--- src/rtl/tsp_pkg.sv ---
package tsp_pkg;
  typedef logic [1:0] conf_t;
  localparam conf_t CONF_MAX  = 2'd3;
  localparam conf_t CONF_FIRE = 2'd2;

  function automatic conf_t conf_bump(input conf_t c);
    return (c == CONF_MAX) ? CONF_MAX : c + 2'd1;
  endfunction
endpackage

--- src/rtl/tsp_table.sv ---
module tsp_table
  import tsp_pkg::*;
#(
  parameter int ADDR_W = 32,
  parameter int TAG_W  = 3,
  parameter int LINE_W = 6
) (
  input  logic                     clk,
  input  logic                     rst,
  input  logic [TAG_W-1:0]         tag,
  output logic                     rd_trained,
  output logic [ADDR_W-1:0]        rd_addr,
  output logic [ADDR_W-1:0]        rd_stride,
  output conf_t                    rd_conf,
  output logic                     rd_pf_seen,
  output logic [ADDR_W-LINE_W-1:0] rd_pf_line,
  input  logic                     wr_en,
  input  logic [ADDR_W-1:0]        wr_addr,
  input  logic [ADDR_W-1:0]        wr_stride,
  input  conf_t                    wr_conf,
  input  logic                     wr_pf_seen,
  input  logic [ADDR_W-LINE_W-1:0] wr_pf_line
);
  localparam int ENTRIES = 1 << TAG_W;
  localparam int LINE_BITS = ADDR_W - LINE_W;

  logic [ENTRIES-1:0]   trained_q;
  logic [ENTRIES-1:0]   pf_seen_q;
  logic [ADDR_W-1:0]    addr_mem   [ENTRIES];
  logic [ADDR_W-1:0]    stride_mem [ENTRIES];
  conf_t                conf_mem   [ENTRIES];
  logic [LINE_BITS-1:0] line_mem   [ENTRIES];

  always_ff @(posedge clk) begin
    if (rst) begin
      trained_q <= '0;
      pf_seen_q <= '0;
    end else if (wr_en) begin
      trained_q[tag] <= 1'b1;
      pf_seen_q[tag] <= wr_pf_seen;
    end
  end

  always_ff @(posedge clk) begin
    if (wr_en) begin
      addr_mem[tag]   <= wr_addr;
      stride_mem[tag] <= wr_stride;
      conf_mem[tag]   <= wr_conf;
      line_mem[tag]   <= wr_pf_line;
    end
  end

  assign rd_trained = trained_q[tag];
  assign rd_pf_seen = pf_seen_q[tag];
  assign rd_addr    = addr_mem[tag];
  assign rd_stride  = stride_mem[tag];
  assign rd_conf    = conf_mem[tag];
  assign rd_pf_line = line_mem[tag];
endmodule

--- src/rtl/tsp_predict.sv ---
module tsp_predict
  import tsp_pkg::*;
#(
  parameter int ADDR_W = 32,
  parameter int LINE_W = 6,
  parameter int DIST   = 2
) (
  input  logic [ADDR_W-1:0]        cur_addr,
  input  logic                     trained,
  input  logic [ADDR_W-1:0]        last_addr,
  input  logic [ADDR_W-1:0]        last_stride,
  input  conf_t                    conf,
  input  logic                     pf_seen,
  input  logic [ADDR_W-LINE_W-1:0] pf_line,
  output logic [ADDR_W-1:0]        nxt_stride,
  output conf_t                    nxt_conf,
  output logic                     nxt_pf_seen,
  output logic [ADDR_W-LINE_W-1:0] nxt_pf_line,
  output logic                     cand_valid,
  output logic [ADDR_W-1:0]        cand_addr
);
  logic [ADDR_W-1:0] delta;
  logic [ADDR_W-1:0] target;
  logic              match;
  logic              fire;
  logic              same_line;

  always_comb begin
    delta     = cur_addr - last_addr;
    target    = cur_addr + delta * ADDR_W'(DIST);
    match     = trained && (delta == last_stride);
    nxt_conf  = match ? conf_bump(conf) : '0;
    nxt_stride = trained ? delta : '0;
    fire      = match && (nxt_conf >= CONF_FIRE) && (delta != '0);
    same_line = pf_seen && (target[ADDR_W-1:LINE_W] == pf_line);
    cand_valid = fire && !same_line;
    cand_addr  = target;
    nxt_pf_seen = trained && (pf_seen || cand_valid);
    nxt_pf_line = cand_valid ? target[ADDR_W-1:LINE_W] : pf_line;
  end
endmodule

--- src/rtl/tsp_issue.sv ---
module tsp_issue #(
  parameter int ADDR_W = 32
) (
  input  logic              clk,
  input  logic              rst,
  input  logic              cand_valid,
  input  logic [ADDR_W-1:0] cand_addr,
  input  logic              pf_ready,
  output logic              pf_valid,
  output logic [ADDR_W-1:0] pf_addr
);
  always_ff @(posedge clk) begin
    if (rst) begin
      pf_valid <= 1'b0;
      pf_addr  <= '0;
    end else if (cand_valid) begin
      pf_valid <= 1'b1;
      pf_addr  <= cand_addr;
    end else if (pf_ready) begin
      pf_valid <= 1'b0;
    end
  end
endmodule

--- src/rtl/tag_stride_prefetch.sv ---
module tag_stride_prefetch
  import tsp_pkg::*;
#(
  parameter int ADDR_W = 32,
  parameter int TAG_W  = 3,
  parameter int LINE_W = 6,
  parameter int DIST   = 2
) (
  input  logic              clk,
  input  logic              rst,
  input  logic              obs_valid,
  input  logic [TAG_W-1:0]  obs_tag,
  input  logic [ADDR_W-1:0] obs_addr,
  output logic              pf_valid,
  input  logic              pf_ready,
  output logic [ADDR_W-1:0] pf_addr
);
  localparam int LINE_BITS = ADDR_W - LINE_W;

  logic                 rd_trained, rd_pf_seen;
  logic [ADDR_W-1:0]    rd_addr, rd_stride;
  conf_t                rd_conf;
  logic [LINE_BITS-1:0] rd_pf_line;
  logic [ADDR_W-1:0]    nxt_stride;
  conf_t                nxt_conf;
  logic                 nxt_pf_seen;
  logic [LINE_BITS-1:0] nxt_pf_line;
  logic                 cand_raw, cand_valid;
  logic [ADDR_W-1:0]    cand_addr;

  tsp_table #(.ADDR_W(ADDR_W), .TAG_W(TAG_W), .LINE_W(LINE_W)) u_table (
    .clk(clk), .rst(rst), .tag(obs_tag),
    .rd_trained(rd_trained), .rd_addr(rd_addr), .rd_stride(rd_stride),
    .rd_conf(rd_conf), .rd_pf_seen(rd_pf_seen), .rd_pf_line(rd_pf_line),
    .wr_en(obs_valid), .wr_addr(obs_addr), .wr_stride(nxt_stride),
    .wr_conf(nxt_conf), .wr_pf_seen(nxt_pf_seen), .wr_pf_line(nxt_pf_line)
  );

  tsp_predict #(.ADDR_W(ADDR_W), .LINE_W(LINE_W), .DIST(DIST)) u_predict (
    .cur_addr(obs_addr), .trained(rd_trained), .last_addr(rd_addr),
    .last_stride(rd_stride), .conf(rd_conf), .pf_seen(rd_pf_seen),
    .pf_line(rd_pf_line), .nxt_stride(nxt_stride), .nxt_conf(nxt_conf),
    .nxt_pf_seen(nxt_pf_seen), .nxt_pf_line(nxt_pf_line),
    .cand_valid(cand_raw), .cand_addr(cand_addr)
  );

  assign cand_valid = obs_valid && cand_raw;

  tsp_issue #(.ADDR_W(ADDR_W)) u_issue (
    .clk(clk), .rst(rst), .cand_valid(cand_valid), .cand_addr(cand_addr),
    .pf_ready(pf_ready), .pf_valid(pf_valid), .pf_addr(pf_addr)
  );
endmodule

--- config.mk ---
export PLATFORM = sky130hd
export DESIGN_NAME = tag_stride_prefetch
export DESIGN_NICKNAME = d
export VERILOG_FILES = /design/src/rtl/tsp_pkg.sv /design/src/rtl/tsp_table.sv /design/src/rtl/tsp_predict.sv /design/src/rtl/tsp_issue.sv /design/src/rtl/tag_stride_prefetch.sv
export SDC_FILE = /design/constraint.sdc
export NUM_CORES = 1
export LEC_CHECK = 0
export BUFFER_PORTS_ARGS = -buffer_cell sky130_fd_sc_hd__buf_2
export CORE_MARGIN = 5
export CORE_UTILIZATION = 53
export CTS_CLUSTER_DIAMETER = 100
export CTS_CLUSTER_SIZE = 28
export DETAILED_ROUTE_END_ITERATION = 7
export PLACE_DENSITY = 0.77
export RECOVER_POWER = 50
export SETUP_SLACK_MARGIN = 0.2
export SYNTH_ARGS = -nofsm -noshare
export SYNTH_HDL_FRONTEND = slang
export SYNTH_SLANG_ARGS = --single-unit
--- constraint.sdc ---
create_clock -name clk -period 16.2 [get_ports clk]
set_clock_uncertainty 0.1 [all_clocks]
set_input_delay 0.81 -clock clk [delete_from_list [all_inputs] [get_ports clk]]
set_output_delay 0.81 -clock clk [all_outputs]
set_load 0.03 [all_outputs]
==> summary.log <==
qor: clock_network.h-tree-depth 2
qor: synth.synth.yosys.warnings 0
qor: die.rows 97
qor: worst_setup_path.path_max_fanout 42
qor: placed_design.portBuffers 71
qor: synth.post_synthesis_cells 2408
qor: synth.ys_types 105
qor: timing.tightest_slew 3.86 ns
qor: run.cap_viol_max_count 16
qor: die.dieArea 75500 µm²
qor: timing.final_max_slew_viol_count 707
qor: power.peak_vdd_ir 0.131 mV
qor: drt.detailedRoute.firstPassIterationCount 6
qor: final_layout.final-instance-count-excl-fill 3369
qor: global_routing.grt_max_degree 69
qor: placed_design.dp.final_hpwl 66000 µm
qor: timing.max_slew_margin -158%
qor: drt.initialDrtViolationCount 3095
qor: timing.hold_slack 0.362 ns
qor: power.power_leakage 12.6 nW
qor: synth.mappedNetlistArea 37100 µm²
qor: synth.synth_edf_count 736
qor: worst_setup_path.regToRegSetupSlack 7.15 ns
qor: worst_setup_path.crit_path_arrival_time 10.95 ns
qor: die.start_util 53.2%
qor: timing.hold_viol 0
qor: drt.vias 22700
qor: worst_setup_path.critPathCaptureType flip-flop
qor: placed_design.detailedPlace.worstSlack 5.50 ns
qor: power.power_per_cell_area 119 nW/µm²
qor: global_routing.via_count_of_the_first_global_routing_pass 22200
qor: synth.dominantRegCellSynth edfxtp_1
qor: clock_network.hold_buffers 0
qor: drt.drt-vias-per-instance 6.75
qor: run_status.failed_checks capacitance limit, slew limit
qor: final_layout.final_design_area_no_fill 39200 µm²
qor: timing.fmax 93.1 MHz
qor: worst_setup_path.cp.required 16.41 ns
qor: drt.antenna_violating_nets_post_route 0
qor: global_routing.grt.total_usage 25.5%
qor: clock_network.post_cts_resized 0
qor: clock_network.cts.sink_count 785
qor: drt.wl_per_cell 29.1 µm
qor: worst_setup_path.crit_path_start_kind primary input
qor: timing.setup_total_negative_slack 0 ns
qor: synth.yosys-top-cells-area edfxtp_1, mux4_2, mux2i_1
qor: timing.min_period 10.75 ns
qor: clock_network.cts_buffers 37
qor: clock_network.cts.clk_slew.worst_paths 0.10 ns
qor: clock_network.cts_post_setup_buffers_inserted 0
qor: die.die-width 275 µm
qor: synth.ys_top_cells_by_count edfxtp_1, mux4_2, mux2i_1
qor: final_layout.layout-area-overhead-vs-synth 5.52%
qor: timing.final-setup-viol-count 0
qor: synth.syn-mean-instance-area 15.4 µm²
qor: global_routing.grt_antenna_before_repair 3
qor: die.io_pins 72
qor: placed_design.globalplace.congestion 1.00
qor: clock_network.cts_max_path_buffers 3
qor: clock_network.tritoncts yes
qor: die.core 69800 µm²
qor: worst_setup_path.start_to_end_type_of_the_worst_setup_path in -> reg
qor: timing.setup_repair_after_global_routing_missed_its_margin false
qor: placed_design.detailed_place.area 38200 µm²
qor: final_layout.drive_gt1_share 12.7%
qor: die.dieHeight 275 µm
qor: synth.synth_top_area_cell edfxtp_1
qor: global_routing.wire_length_of_the_first_global_routing_pass 144000 µm
qor: final_layout.finish.net_count 2516
qor: clock_network.clk_latency 0.60 ns
qor: timing.share_of_the_cycle_needed_by_the_critical_path_after_routing 66.3%
qor: synth.ys_seq_area_share 62.1%
qor: timing.fin_ws 5.45 ns
qor: clock_network.cts.root.buffer_cell clkbuf_16
qor: drt.drt-total-wl 98100 µm
qor: final_layout.fill_cells 5412
qor: drt.remaining_drc_errors 0
qor: synth.post-synth-top-count-cell edfxtp_1
qor: synth.synth-seq-cells 785
qor: global_routing.grt_overflow_total 0
qor: placed_design.placed_cells 3312
qor: hold_path.worstHoldPathType in -> reg
qor: synth.net_count_synth 2513
qor: synth.synth_top_area_share 59.5%
qor: synth.async_set_or_reset_flop_fraction_in_the_synthesized_netlist 0%
qor: run_status.outcome finished with violations
critical path, stage by stage:
cell and delay, ns:
clkbuf_1 1.25, buf_4 0.87, mux2i_1 0.32, ha_1 0.34, a21oi_1 0.31, and2_1 0.20, nand2_1 0.09, o311ai_0 0.70
nor2_1 0.25, ha_1 0.51, o211ai_1 0.13, nor2_1 0.53, a21oi_1 0.35, o21bai_1 0.22, a21oi_1 0.10, xnor2_1 0.76
xor2_1 0.31, nand3_1 0.74, or4_4 0.79, nand4_4 0.54, mux2i_1 0.63
per-stage QoR:
step           total power, mW  util, %
5_1_grt                   4.81     56.2
3_5_place_dp              3.56     54.7
6_report                  4.65     56.2
4_1_cts                   4.63     56.3
3_3_place_gp              3.56     54.7
2_1_floorplan             3.15        -
kinds of logic (layout without fill, tap and decap cells):
logic type	count (synthesis)	count (layout)	share of synthesized area, %
compound gates	431	431	8.22
mux	314	314	14.2
flops	785	785	62.1
fa+ha+maj	66	66	2.26
simple gates	535	535	7.76
other cells	0	1	0
xor+xnor	96	96	2.76
buf+inv	181	201	2.61
final cells by class:
class	instances	area [µm²]	share of cell area (%)
Clock inverter	7	141	0.361
Sequential cell	785	23100	58.9
Antenna cell	1	2.50	0.00638
Timing Repair Buffer	101	490	1.25
Tap cell	940	1180	3.00
Inverter	44	175	0.447
Multi-Input combinational cell	1442	13100	33.5
Clock buffer	49	1010	2.59
sequential cells by signal, summed over array words and instances (netlist names):
| name | cells |
|---|---|
| u_table.pf_seen_q | 8 |
| u_table.trained_q | 8 |
| u_table.stride_mem | 256 |
| u_table.addr_mem | 256 |
| u_issue.pf_addr | 32 |
| u_table.line_mem | 208 |
| u_issue.pf_valid | 1 |
| u_table.conf_mem | 16 |
layer usage:
layer | global-route usage, % | vias to the layer above | routed length, µm
met2 | 41.9 | 1134 | 47700
met5 | 0 | - | 24
met4 | 8.27 | 4 | 3600
met3 | 3.50 | 178 | 7360
li1 | - | 9697 | -
met1 | 35.9 | 11700 | 39400
power by group:
group	switching [mW]	total, mW	internal [mW]	leakage, nW
combinational	0.857	1.26	0.403	5.13
sequential	0.0124	2.29	2.28	6.87
clock	0.632	1.10	0.464	0.554
total	1.50	4.65	3.14	12.6
placed cells by master (no fill, tap or decap), drive strengths merged, types with 24 or more instances in the layout:
cell type / instances
dfxtp: 49
edfxtp: 736
inv: 40
xnor2: 53
buf: 27
clkbuf: 123
o21ai: 63
xor2: 31
nor3: 65
ha: 64
mux2i: 132
mux4: 170
nor2: 104
a21oi: 131
nand4: 48
o31ai: 30
o2111ai: 24
nand2: 103
nor4: 28
nand3: 41
nor2b: 30
worst paths after layout:
kind                          startpoint                     end  cells after the start
hold reg to reg      u_issue.pf_addr[31]     u_issue.pf_addr[31]                      2
hold / removal                  pf_ready        u_issue.pf_valid                      3
setup reg to reg  u_table.addr_mem[7][0]  u_table.line_mem[0][4]                     21
setup / recovery              obs_tag[2]  u_table.line_mem[0][4]                     21
Note: power is estimated with default switching activity, not from simulation.
